===== config.mk =====
export PLATFORM = sky130hd
export DESIGN_NAME = facmp_unit
export DESIGN_NICKNAME = d
export VERILOG_FILES = /design/src/rtl/facmp_pkg.sv /design/src/rtl/facmp_ctrl.sv /design/src/rtl/facmp_lanes.sv /design/src/rtl/facmp_unit.sv
export SDC_FILE = /design/constraint.sdc
export NUM_CORES = 1
export LEC_CHECK = 0
export ABC_AREA = 1
export BUFFER_PORTS_ARGS = -buffer_cell sky130_fd_sc_hd__buf_2
export CAP_MARGIN = 40
export CORE_AREA = 3 3 134 136
export DETAILED_ROUTE_END_ITERATION = 12
export DIE_AREA = 0 0 137 139
export PLACE_DENSITY = 0.67
export REMOVE_ABC_BUFFERS = 1
export SLEW_MARGIN = 20
export SYNTH_ARGS = -nofsm -noshare
export SYNTH_HDL_FRONTEND = slang
export SYNTH_SLANG_ARGS = --single-unit

===== constraint.sdc =====
create_clock -name clk -period 4.6 [get_ports clk]
set_clock_uncertainty 0.15 [all_clocks]
set_input_delay 1.38 -clock clk [delete_from_list [all_inputs] [get_ports clk]]
set_output_delay 1.38 -clock clk [all_outputs]
set_load 0.005 [all_outputs]

===== src/rtl/facmp_pkg.sv =====
package facmp_pkg;
  // Strobes from the instruction decoder to the lane datapath.
  typedef struct packed {
    logic       fire;     // a word is presented this cycle
    logic       legal;    // word matches the encoding with a usable size
    logic       isGt;     // 1: strict greater, 0: greater or equal
    logic [1:0] sizeSel;  // lane width = 8 << sizeSel
  } facmpCtrl_t;
endpackage


===== src/rtl/facmp_ctrl.sv =====
module facmp_ctrl
  import facmp_pkg::*;
(
  input  logic        clk,
  input  logic        rstN,
  input  logic        inValid,
  input  logic [31:0] instr,
  output facmpCtrl_t  ctrl,
  output logic        outValid,
  output logic        undefInstr,
  output logic [4:0]  srcAIdx,
  output logic [4:0]  srcBIdx,
  output logic [2:0]  predIdx,
  output logic [3:0]  destIdx
);
  logic opMatch;
  logic legal;

  assign opMatch = (instr[31:24] == 8'h65) && !instr[21] &&
                   (instr[15:14] == 2'b11) && instr[4];
  assign legal   = opMatch && (instr[23:22] != 2'b00);

  assign ctrl.fire    = inValid;
  assign ctrl.legal   = legal;
  assign ctrl.isGt    = instr[13];
  assign ctrl.sizeSel = instr[23:22];

  always_ff @(posedge clk) begin
    if (!rstN) begin
      outValid   <= 1'b0;
      undefInstr <= 1'b0;
      srcAIdx    <= '0;
      srcBIdx    <= '0;
      predIdx    <= '0;
      destIdx    <= '0;
    end else begin
      outValid   <= inValid;
      undefInstr <= inValid && !legal;
      srcBIdx    <= inValid ? instr[20:16] : '0;
      predIdx    <= inValid ? instr[12:10] : '0;
      srcAIdx    <= inValid ? instr[9:5]   : '0;
      destIdx    <= inValid ? instr[3:0]   : '0;
    end
  end

  AST_VALID_LATENCY: assert property (@(posedge clk) disable iff (!rstN)
    inValid |=> outValid);
  AST_SIZE_ZERO_UNDEF: assert property (@(posedge clk) disable iff (!rstN)
    (inValid && instr[23:22] == 2'b00) |=> undefInstr);
  AST_BAD_OPCODE_UNDEF: assert property (@(posedge clk) disable iff (!rstN)
    (inValid && instr[31:24] != 8'h65) |=> undefInstr);
endmodule


===== src/rtl/facmp_lanes.sv =====
module facmp_lanes
  import facmp_pkg::*;
#(
  parameter  int VEC_W  = 128,
  localparam int PRED_W = VEC_W / 8
) (
  input  logic              clk,
  input  logic              rstN,
  input  facmpCtrl_t        ctrl,
  input  logic [VEC_W-1:0]  srcA,
  input  logic [VEC_W-1:0]  srcB,
  input  logic [PRED_W-1:0] govPred,
  output logic [PRED_W-1:0] destPred,
  output logic              invalidOp
);
  logic [PRED_W-1:0] resBySize [4];
  logic              nanBySize [4];

  assign resBySize[0] = '0;
  assign nanBySize[0] = 1'b0;

  // One lane bank per legal element width.
  for (genvar s = 1; s < 4; s++) begin : g_size
    localparam int W     = 8 << s;
    localparam int N     = VEC_W / W;
    localparam int EXPW  = (s == 1) ? 5 : (s == 2) ? 8 : 11;
    localparam int FRACW = W - 1 - EXPW;
    localparam int GRP   = W / 8;

    logic [PRED_W-1:0] res;
    logic              anyNan;
    logic [W-2:0]      magA, magB;
    logic              nanA, nanB, rel;

    always_comb begin
      res    = '0;
      anyNan = 1'b0;
      magA   = '0;
      magB   = '0;
      nanA   = 1'b0;
      nanB   = 1'b0;
      rel    = 1'b0;
      for (int e = 0; e < N; e++) begin
        magA = srcA[e*W +: W-1];
        magB = srcB[e*W +: W-1];
        nanA = (&magA[W-2 -: EXPW]) && (|magA[FRACW-1:0]);
        nanB = (&magB[W-2 -: EXPW]) && (|magB[FRACW-1:0]);
        rel  = ctrl.isGt ? (magA > magB) : (magA >= magB);
        if (govPred[e*GRP]) begin
          res[e*GRP] = !nanA && !nanB && rel;
          if (nanA || nanB) anyNan = 1'b1;
        end
      end
    end

    assign resBySize[s] = res;
    assign nanBySize[s] = anyNan;
  end

  logic [PRED_W-1:0] nextPred;
  logic              nextNan;
  logic [1:0]        sizeQ;

  always_comb begin
    nextPred = '0;
    nextNan  = 1'b0;
    if (ctrl.fire && ctrl.legal) begin
      nextPred = resBySize[ctrl.sizeSel];
      nextNan  = nanBySize[ctrl.sizeSel];
    end
  end

  always_ff @(posedge clk) begin
    if (!rstN) begin
      destPred  <= '0;
      invalidOp <= 1'b0;
      sizeQ     <= 2'b00;
    end else begin
      destPred  <= nextPred;
      invalidOp <= nextNan;
      sizeQ     <= (ctrl.fire && ctrl.legal) ? ctrl.sizeSel : 2'b00;
    end
  end

  // Lane-low positions for the size that produced the current result.
  logic [PRED_W-1:0] lowMask;
  always_comb begin
    for (int i = 0; i < PRED_W; i++) begin
      lowMask[i] = (sizeQ != 2'b00) && ((i & ((1 << sizeQ) - 1)) == 0);
    end
  end

  AST_LANE_LOW_BITS: assert property (@(posedge clk) disable iff (!rstN)
    (destPred & ~lowMask) == '0);
  AST_INACTIVE_ZERO: assert property (@(posedge clk) disable iff (!rstN)
    (destPred & ~$past(govPred)) == '0);
endmodule


===== src/rtl/facmp_unit.sv =====
module facmp_unit
  import facmp_pkg::*;
#(
  parameter  int VEC_W  = 128,
  localparam int PRED_W = VEC_W / 8
) (
  input  logic              clk,
  input  logic              rstN,
  input  logic              inValid,
  input  logic [31:0]       instr,
  input  logic [VEC_W-1:0]  srcA,
  input  logic [VEC_W-1:0]  srcB,
  input  logic [PRED_W-1:0] govPred,
  output logic              outValid,
  output logic [PRED_W-1:0] destPred,
  output logic              undefInstr,
  output logic              invalidOp,
  output logic [4:0]        srcAIdx,
  output logic [4:0]        srcBIdx,
  output logic [2:0]        predIdx,
  output logic [3:0]        destIdx
);
  facmpCtrl_t ctrl;

  facmp_ctrl ctrl_i (
    .clk        (clk),
    .rstN       (rstN),
    .inValid    (inValid),
    .instr      (instr),
    .ctrl       (ctrl),
    .outValid   (outValid),
    .undefInstr (undefInstr),
    .srcAIdx    (srcAIdx),
    .srcBIdx    (srcBIdx),
    .predIdx    (predIdx),
    .destIdx    (destIdx)
  );

  facmp_lanes #(.VEC_W(VEC_W)) lanes_i (
    .clk       (clk),
    .rstN      (rstN),
    .ctrl      (ctrl),
    .srcA      (srcA),
    .srcB      (srcB),
    .govPred   (govPred),
    .destPred  (destPred),
    .invalidOp (invalidOp)
  );

  AST_UNDEF_SILENT: assert property (@(posedge clk) disable iff (!rstN)
    undefInstr |-> (destPred == '0 && !invalidOp));
  AST_IDLE_QUIET: assert property (@(posedge clk) disable iff (!rstN)
    !outValid |-> (destPred == '0 && !invalidOp && !undefInstr));
endmodule


==> results by group, run 1 <==
Yosys
  – Syn. warnings: 0
  – Synth cell types: 32
  – Synth cell count leaders: 296 x nand2_1, 224 x nor2_1, 196 x inv_1
  – Cell area after synthesis: about 0.0063 mm²
  – Yosys top cell area share: a little over a quarter
  – Cell taking the most area after synthesis: ha_1
  – Post-synth EDFFs: 0
  – Register area share after synthesis: roughly 8.8%
  – Synthesized flop and latch total: 28
  – Syn avg cell area: between 5 and 6 µm²
  – Top-count cell post-synth: nand2_1
  – Synth top area cells: ha_1 26%, nand2_1 18%, nor2_1 13%, inv_1 12%, dfxtp_1 8.8%
  – Async S/R FF share, synth: 0%
  – Primary FF master, synth: dfxtp_1
  – Gate Count Post-Synth: about 1.1k

Power and ir drop
  – P_int: approximately 670 µW
  – VDD IR max: approximately 0.00013 V
  – LEAKAGE: 4.951 nW
  – Sw Ratio: around two fifths
  – Flop pwr share: about a quarter
  – Logic pwr share: roughly half
  – Clk pwr share: about a quarter
  – Net Sw Power: between 400 and 500 µW
  – Power per cell area: roughly 130 mW/mm²

Detailed routing
  – Routed vias/inst: around 4.7
  – Vias: approximately 8.0k
  – Final antenna-violating net count: 0
  – Routed length per placed instance: 12.97 µm
  – DRC: 0
  – Detailed Route Iter0 Violations: 289
  – Total wire length: around 22000 µm
  – First-pass DRT Iterations: 4

Run status
  – Status: finished, final reports clean

CTS
  – H-Tree Level Count: 1
  – Postcts setup bufs: 0
  – Resized Gates After CTS: 0
  – Sink Count: 28
  – Cts hold-fix bufs: 0
  – TritonCTS clock tree: yes
  – Clock transition at the registers of the reported paths: approximately 0.080 ns
  – Clock Root Buffer: clkbuf_16
  – Number of buffers created by CTS: 3
  – Bufs on Longest Clock Path: 2

Setup path
  – Setup CP Type: in2reg
  – CP peak stage delay: between 0.2 and 0.3 ns
  – CP delay by family, top: simple AND/OR/NAND/NOR gates
  – Cell mode on critical path: nand2_1
  – Startpoint Class: primary input
  – CP arrival: 2.99 ns
  – Worst setup EP type: flop
  – Worst Path Required: between 4 and 5 ns
  – Max FO, Critical Path: 3
  – Worst path bufs/invs: 2
  – CP cell instances: buf_2, inv_1, ha_1, nand2_1, nor2_1, and2_1, nand3b_1, nor2_1, nand2_1, nand2_1, nor2_1, nand2_1, nand2_1, a21oi_1
  – Critical Path Slowest Stage Cell: ha_1

Timing
  – Post-route clock period utilization: between 60% and 70%
  – Rel. slew slack: between 50% and 60%
  – Setup Total Neg Slack: 0 ns
  – Max Fclk: about 340 MHz
  – Worst Tran Pin Value: 0.6228 ns
  – Post-layout min period: 2.933 ns
  – # setup viols final: 0
  – Fin. Hold Viols: 0
  – Fin. max-slew vios: 0
  – RSZ-0062 raised after global routing: false
  – Final worst-path setup slack: ~1.7 ns

Final layout
  – Number of fill cells: 1883
  – Multi-input logic area: around 0.005 mm²
  – Final net count: 1897
  – Sequential cell area: ~560 µm²
  – Final core occ: 48.72%
  – Share of layout cells above drive strength 1: about a quarter
  – Area Growth Syn to Fin: 30.98%

Place
  – # port buffers: between 300 and 400
  – Placer Congestion: 0.8739
  – Worst slack after detailed placement: 1.371 ns
  – Post-DP HPWL: ~20000 µm

Global route
  – Largest net degree at the start of global routing: 20
  – Total grt overflow: 0
  – Number of global-route vias before repair: between 7k and 8k
  – Total Routing Usage GR: approximately 22%
  – Initial antenna violation count: 4
  – First-pass GRT wire length: about 35000 µm

Floorplanning
  – Std cell rows: 48
  – Die footprint: roughly 0.019 mm²
  – Ports: roughly 340
  – Die width: between 100 and 150 µm
  – Core box area: 0.01706 mm²
  – Die extent in y: 139 µm
  – Initial core utilization: between 30% and 40%

Run
  – Max-cap violations: 0

Worst hold path
  – Path category of the worst min-delay check: in2reg
cell families after synthesis:
kind of cell               synth area share [%]
adders and majority gates                 26.03
other                                   0.05910
and+or+nand+nor                           41.57
AOI/OAI and AO/OA                         10.71
DFF                                       8.835
buffers and inverters                     12.80
worst paths after layout:
path	start	endpoint	slack (ns)	cells after the start
worst min-delay path	instr[19]	ctrl_i.srcBIdx[3]	1.16	3
worst max-delay path	srcB[14]	lanes_i.destPred[0]	1.67	14
cells in the final DEF, fill, tap and decap left out, types with 3 or more instances in the layout:
| cell type | count |
|---|---|
| nor2_1 | 224 |
| inv_1 | 196 |
| conb_1 | 8 |
| nand4_1 | 15 |
| dfxtp_1 | 28 |
| nand3_1 | 63 |
| ha_1 | 132 |
| nand3_2 | 3 |
| nor3_1 | 24 |
| a21o_1 | 6 |
| nor4_1 | 3 |
| o21a_1 | 9 |
| o21ai_0 | 28 |
| buf_2 | 322 |
| a21oi_1 | 73 |
| nor2_4 | 3 |
| nor2_2 | 3 |
| clkbuf_16 | 3 |
| nand2_1 | 296 |
worst min-delay path: stages:
cell	delay, ns
buf_2	0.09
inv_1	0.04
nor2_1	0.03
routing by layer:
| layer | wire length, µm | global-route usage, % |
|---|---|---|
| met1 | 9094 | 26.10 |
| met2 | 10600 | 40.56 |
| met4 | 431 | 5.462 |
| met5 | 27 | 0 |
| met3 | 1697 | 3.774 |
layout make-up:
class                      instances  share of cell area (%)
antenna                            2                 0.06022
clock buffer                       3                  0.9033
clock inverter                     1                  0.3613
inverter                         199                   9.003
multi-input combinational        904                   60.15
sequential                        28                   6.745
tap                              225                   3.388
timing repair buffer             322                   19.39
registers in the layout, summed over array words and instances, names as in the netlist:
| name | flops |
|---|---|
| lanes_i.destPred | 8 |
| ctrl_i.srcAIdx | 5 |
| ctrl_i.srcBIdx | 5 |
| ctrl_i.destIdx | 4 |
| ctrl_i.predIdx | 3 |
| ctrl_i.outValid | 1 |
| ctrl_i.undefInstr | 1 |
| lanes_i.invalidOp | 1 |
per-stage QoR:
step                      instance area (µm²)  instances  hold WS, ns  total power [mW]
after floorplan                          6307       1131        1.342            0.5505
after global placement                   8200       1678        1.443            0.7921
after detailed placement                 8200       1678        1.449            0.8023
after CTS                                8305       1682        1.153             1.086
after global routing                     8310       1684        1.153             1.179
final                                    8310       1684        1.156             1.076
power by group through the flow:
stage	sequential [mW]	clock (mW)	combinational, mW
CTS	0.251	0.286	0.549
floorplan	0.257	0	0.293
global placement	0.256	0	0.536
detailed placement	0.256	0	0.546
global route	0.251	0.291	0.637
finish	0.251	0.279	0.546
No activity file was read; power rests on OpenSTA's default activity.
==> run 2, diff against run 1 <==
- CORE_AREA: 3 3 134 136 -> 3 3 131 133
- DIE_AREA: 0 0 137 139 -> 0 0 134 136
- PLACE_DENSITY: 0.67 -> 0.69
- clock period: 4.6 -> 3.07 ns (I/O delays scaled with it)
==> run 2 against run 1 <==
Cell area is 0.11% lower. Routed wire length decreased by 0.81%. Final cell count is 0.59% lower. Combinational power rose by 50%. Critical endpoint is now lanes_i.destPred[8]. Die area fell by 4.3%. Critical path depth is 1 higher. Worst setup slack got worse by 1.1 ns. Clock-buffer cell count stayed put. Non-clock buffer count is 1 higher. Largest power group unchanged. Sequential cell count unchanged.
==> results by group, run 2 (synthesized netlist as in run 1, its figures left out) <==
Detailed routing
  – Vias: 7936 (-0.53%)
  – Final antenna-violating net count: 0 (unchanged)
  – First-pass DRT Iterations: 6 (+2)
  – DRC: 0 (unchanged)
  – Detailed Route Iter0 Violations: 260 (-10%)
  – Routed vias/inst: 4.741 (about the same)
  – Total wire length: 21670 µm (-0.81%)
  – Routed length per placed instance: 12.95 µm (-0.22%)

Global route
  – Met1 usage: 25.79% (-0.31 points)
  – Total grt overflow: 0 (unchanged)
  – GR peak layer: met2
  – Largest net degree at the start of global routing: 19 (-5.0%)
  – First-pass GRT wire length: 34270 µm (-1.8%)
  – Global Route met3 Usage: 3.516% (-0.26 points)
  – Initial antenna violation count: 4 (unchanged)
  – Number of global-route vias before repair: 7676 (-2.5%)
  – Total Routing Usage GR: 22.55% (+0.51 points)
  – GR Util met2: 44.30% (+3.7 points)

Floorplanning
  – Ports: 343 (unchanged)
  – Core box area: 0.01594 mm² (-6.5%)
  – Std cell rows: 46 (-4.2%)
  – Die extent in y: 136 µm (-2.2%)
  – Die footprint: 0.01822 mm² (-4.3%)
  – Die width: 134 µm (-2.2%)
  – Initial core utilization: 39.80% (+2.6 points)

CTS
  – TritonCTS clock tree: yes
  – Number of buffers created by CTS: 3 (unchanged)
  – H-Tree Level Count: 1 (unchanged)
  – Cts hold-fix bufs: 0 (unchanged)
  – Bufs on Longest Clock Path: 2 (unchanged)
  – Sink Count: 28 (unchanged)
  – Clock transition at the registers of the reported paths: 0.08 ns (about the same)
  – Postcts setup bufs: 0 (unchanged)
  – Resized Gates After CTS: 0 (unchanged)
  – Clock Root Buffer: clkbuf_16

Worst hold path
  – Hold path depth: 3 (unchanged)
  – Hold EP: ctrl_i.predIdx[1]
  – Path category of the worst min-delay check: in2reg
  – HP Start: instr[11]

Setup path
  – Max FO, Critical Path: 4 (+1)
  – Worst Path Required: 3.13 ns (-1.52 ns)
  – CP arrival: 2.52 ns (-0.47 ns)
  – Worst setup EP type: flop
  – Startpoint Class: primary input
  – Setup CP Type: in2reg

Run status
  – Status: finished, final reports clean

Final layout
  – Commonest non-fill, non-tap cell in the layout: buf_2
  – Sequential cell area: 560.5 µm² (unchanged)
  – Final net count: 1898 (+0.053%)
  – # diodes: 0 (-2)
  – Multi-input logic area: 0.004999 mm² (unchanged)
  – Largest regs: lanes_i.destPred: 8 flops, ctrl_i.srcAIdx: 5 flops, ctrl_i.srcBIdx: 5 flops
  – Max reg flops: 8 (unchanged)
  – Biggest register: lanes_i.destPred
  – Number of fill cells: 1801 (-4.4%)
  – Final Cell Area: 0.008302 mm² (-0.11%)
  – Area Growth Syn to Fin: 30.84%
  – Share of layout cells above drive strength 1: 23.53% (+0.052 points)
  – Commonest cells after routing, fill and taps aside: 322 x buf_2, 296 x nand2_1, 224 x nor2_1

Place
  – Placer Congestion: 0.8885 (+1.7%)
  – Post-Place Cell Area: 0.008197 mm² (about the same)
  – # port buffers: 322 (unchanged)
  – Post-DP HPWL: 20010 µm (+0.28%)

Power and ir drop
  – LEAKAGE: 4.955 nW (about the same)
  – VDD IR max: 0.0002639 V (+96%)
  – Power per cell area: 192.8 mW/mm² (+49%)

Timing
  – RSZ-0062 raised after global routing: false
  – Post-layout min period: between 2 and 2.5 ns
  – Setup Total Neg Slack: 0 ns (unchanged)
  – Post-route clock period utilization: 80.40%
  – # setup viols final: 0 (unchanged)
  – Fin. max-slew vios: 0 (unchanged)
  – Fin. Hold Viols: 0 (unchanged)
  – Max Fclk: 405.2 MHz

Run
  – Max-cap violations: 0 (unchanged)
[run 2: changes by cell type in the layout (fill, tap and decap cells not counted), sizes merged]
cell / before / now
buf: 322 / 323
diode: 2 / 0
[run 2: worst max-delay path by stage]
stage | cells after the start | endpoint | slack, ns | startpoint
after global routing | 15 | lanes_i.destPred[8] | 0.33 | srcB[94]
after detailed placement | 14 | lanes_i.destPred[0] | 0.32 | srcB[14]
after floorplan | 13 | lanes_i.destPred[8] | 0.67 | srcB[86]
after global placement | 14 | lanes_i.destPred[8] | 0.35 | srcB[94]
after CTS | 14 | lanes_i.destPred[0] | 0.60 | srcB[14]
final | 15 | lanes_i.destPred[8] | 0.60 | srcB[94]
[run 2: cell type report]
cell class	instances	area share, %
clock inverters	1	0.3617
well taps	216	3.255
clock buffers	3	0.9043
repair buffers	323	19.50
inverters	199	9.013
flip-flops and latches	28	6.752
multi-input cells	904	60.21
[run 2: per-stage QoR]
step	utilization (%)	hold slack [ns]	instances	worst slack, ns	power, mW
finish	52.07	0.7061	1674	0.6018	1.601
global route	52.07	0.7050	1674	0.3295	1.755
CTS	52.07	0.7008	1674	0.5994	1.617
detailed placement	51.41	0.9896	1670	0.3208	1.203
global placement	51.41	0.9828	1670	0.3529	1.185
floorplan	-	0.8832	1131	0.6684	0.8249
[run 2: where the power goes]
part           switching, mW  internal [mW]
combinational          0.456          0.365
clock                  0.144          0.260
sequential           0.00238          0.373
[run 2: metal layers]
layer	vias to the layer above	wire length [µm]	share of wire, %
li1	4230	-	-
met1	3438	9095	42
met2	230	10850	50
met3	30	1314	6.1
met4	8	360	1.7
met5	-	48	0.22
[run 2: worst max-delay path, stage by stage]
cell	delay (ns)
buf_2	0.10
inv_1	0.04
ha_1	0.28
nand2_1	0.07
nor2_1	0.15
nand3_1	0.18
nor2_1	0.13
nand2_1	0.09
nor2_2	0.13
nand3_1	0.10
nand2_1	0.07
nor2_1	0.04
nand2_1	0.05
nand2_1	0.06
a21oi_2	0.11
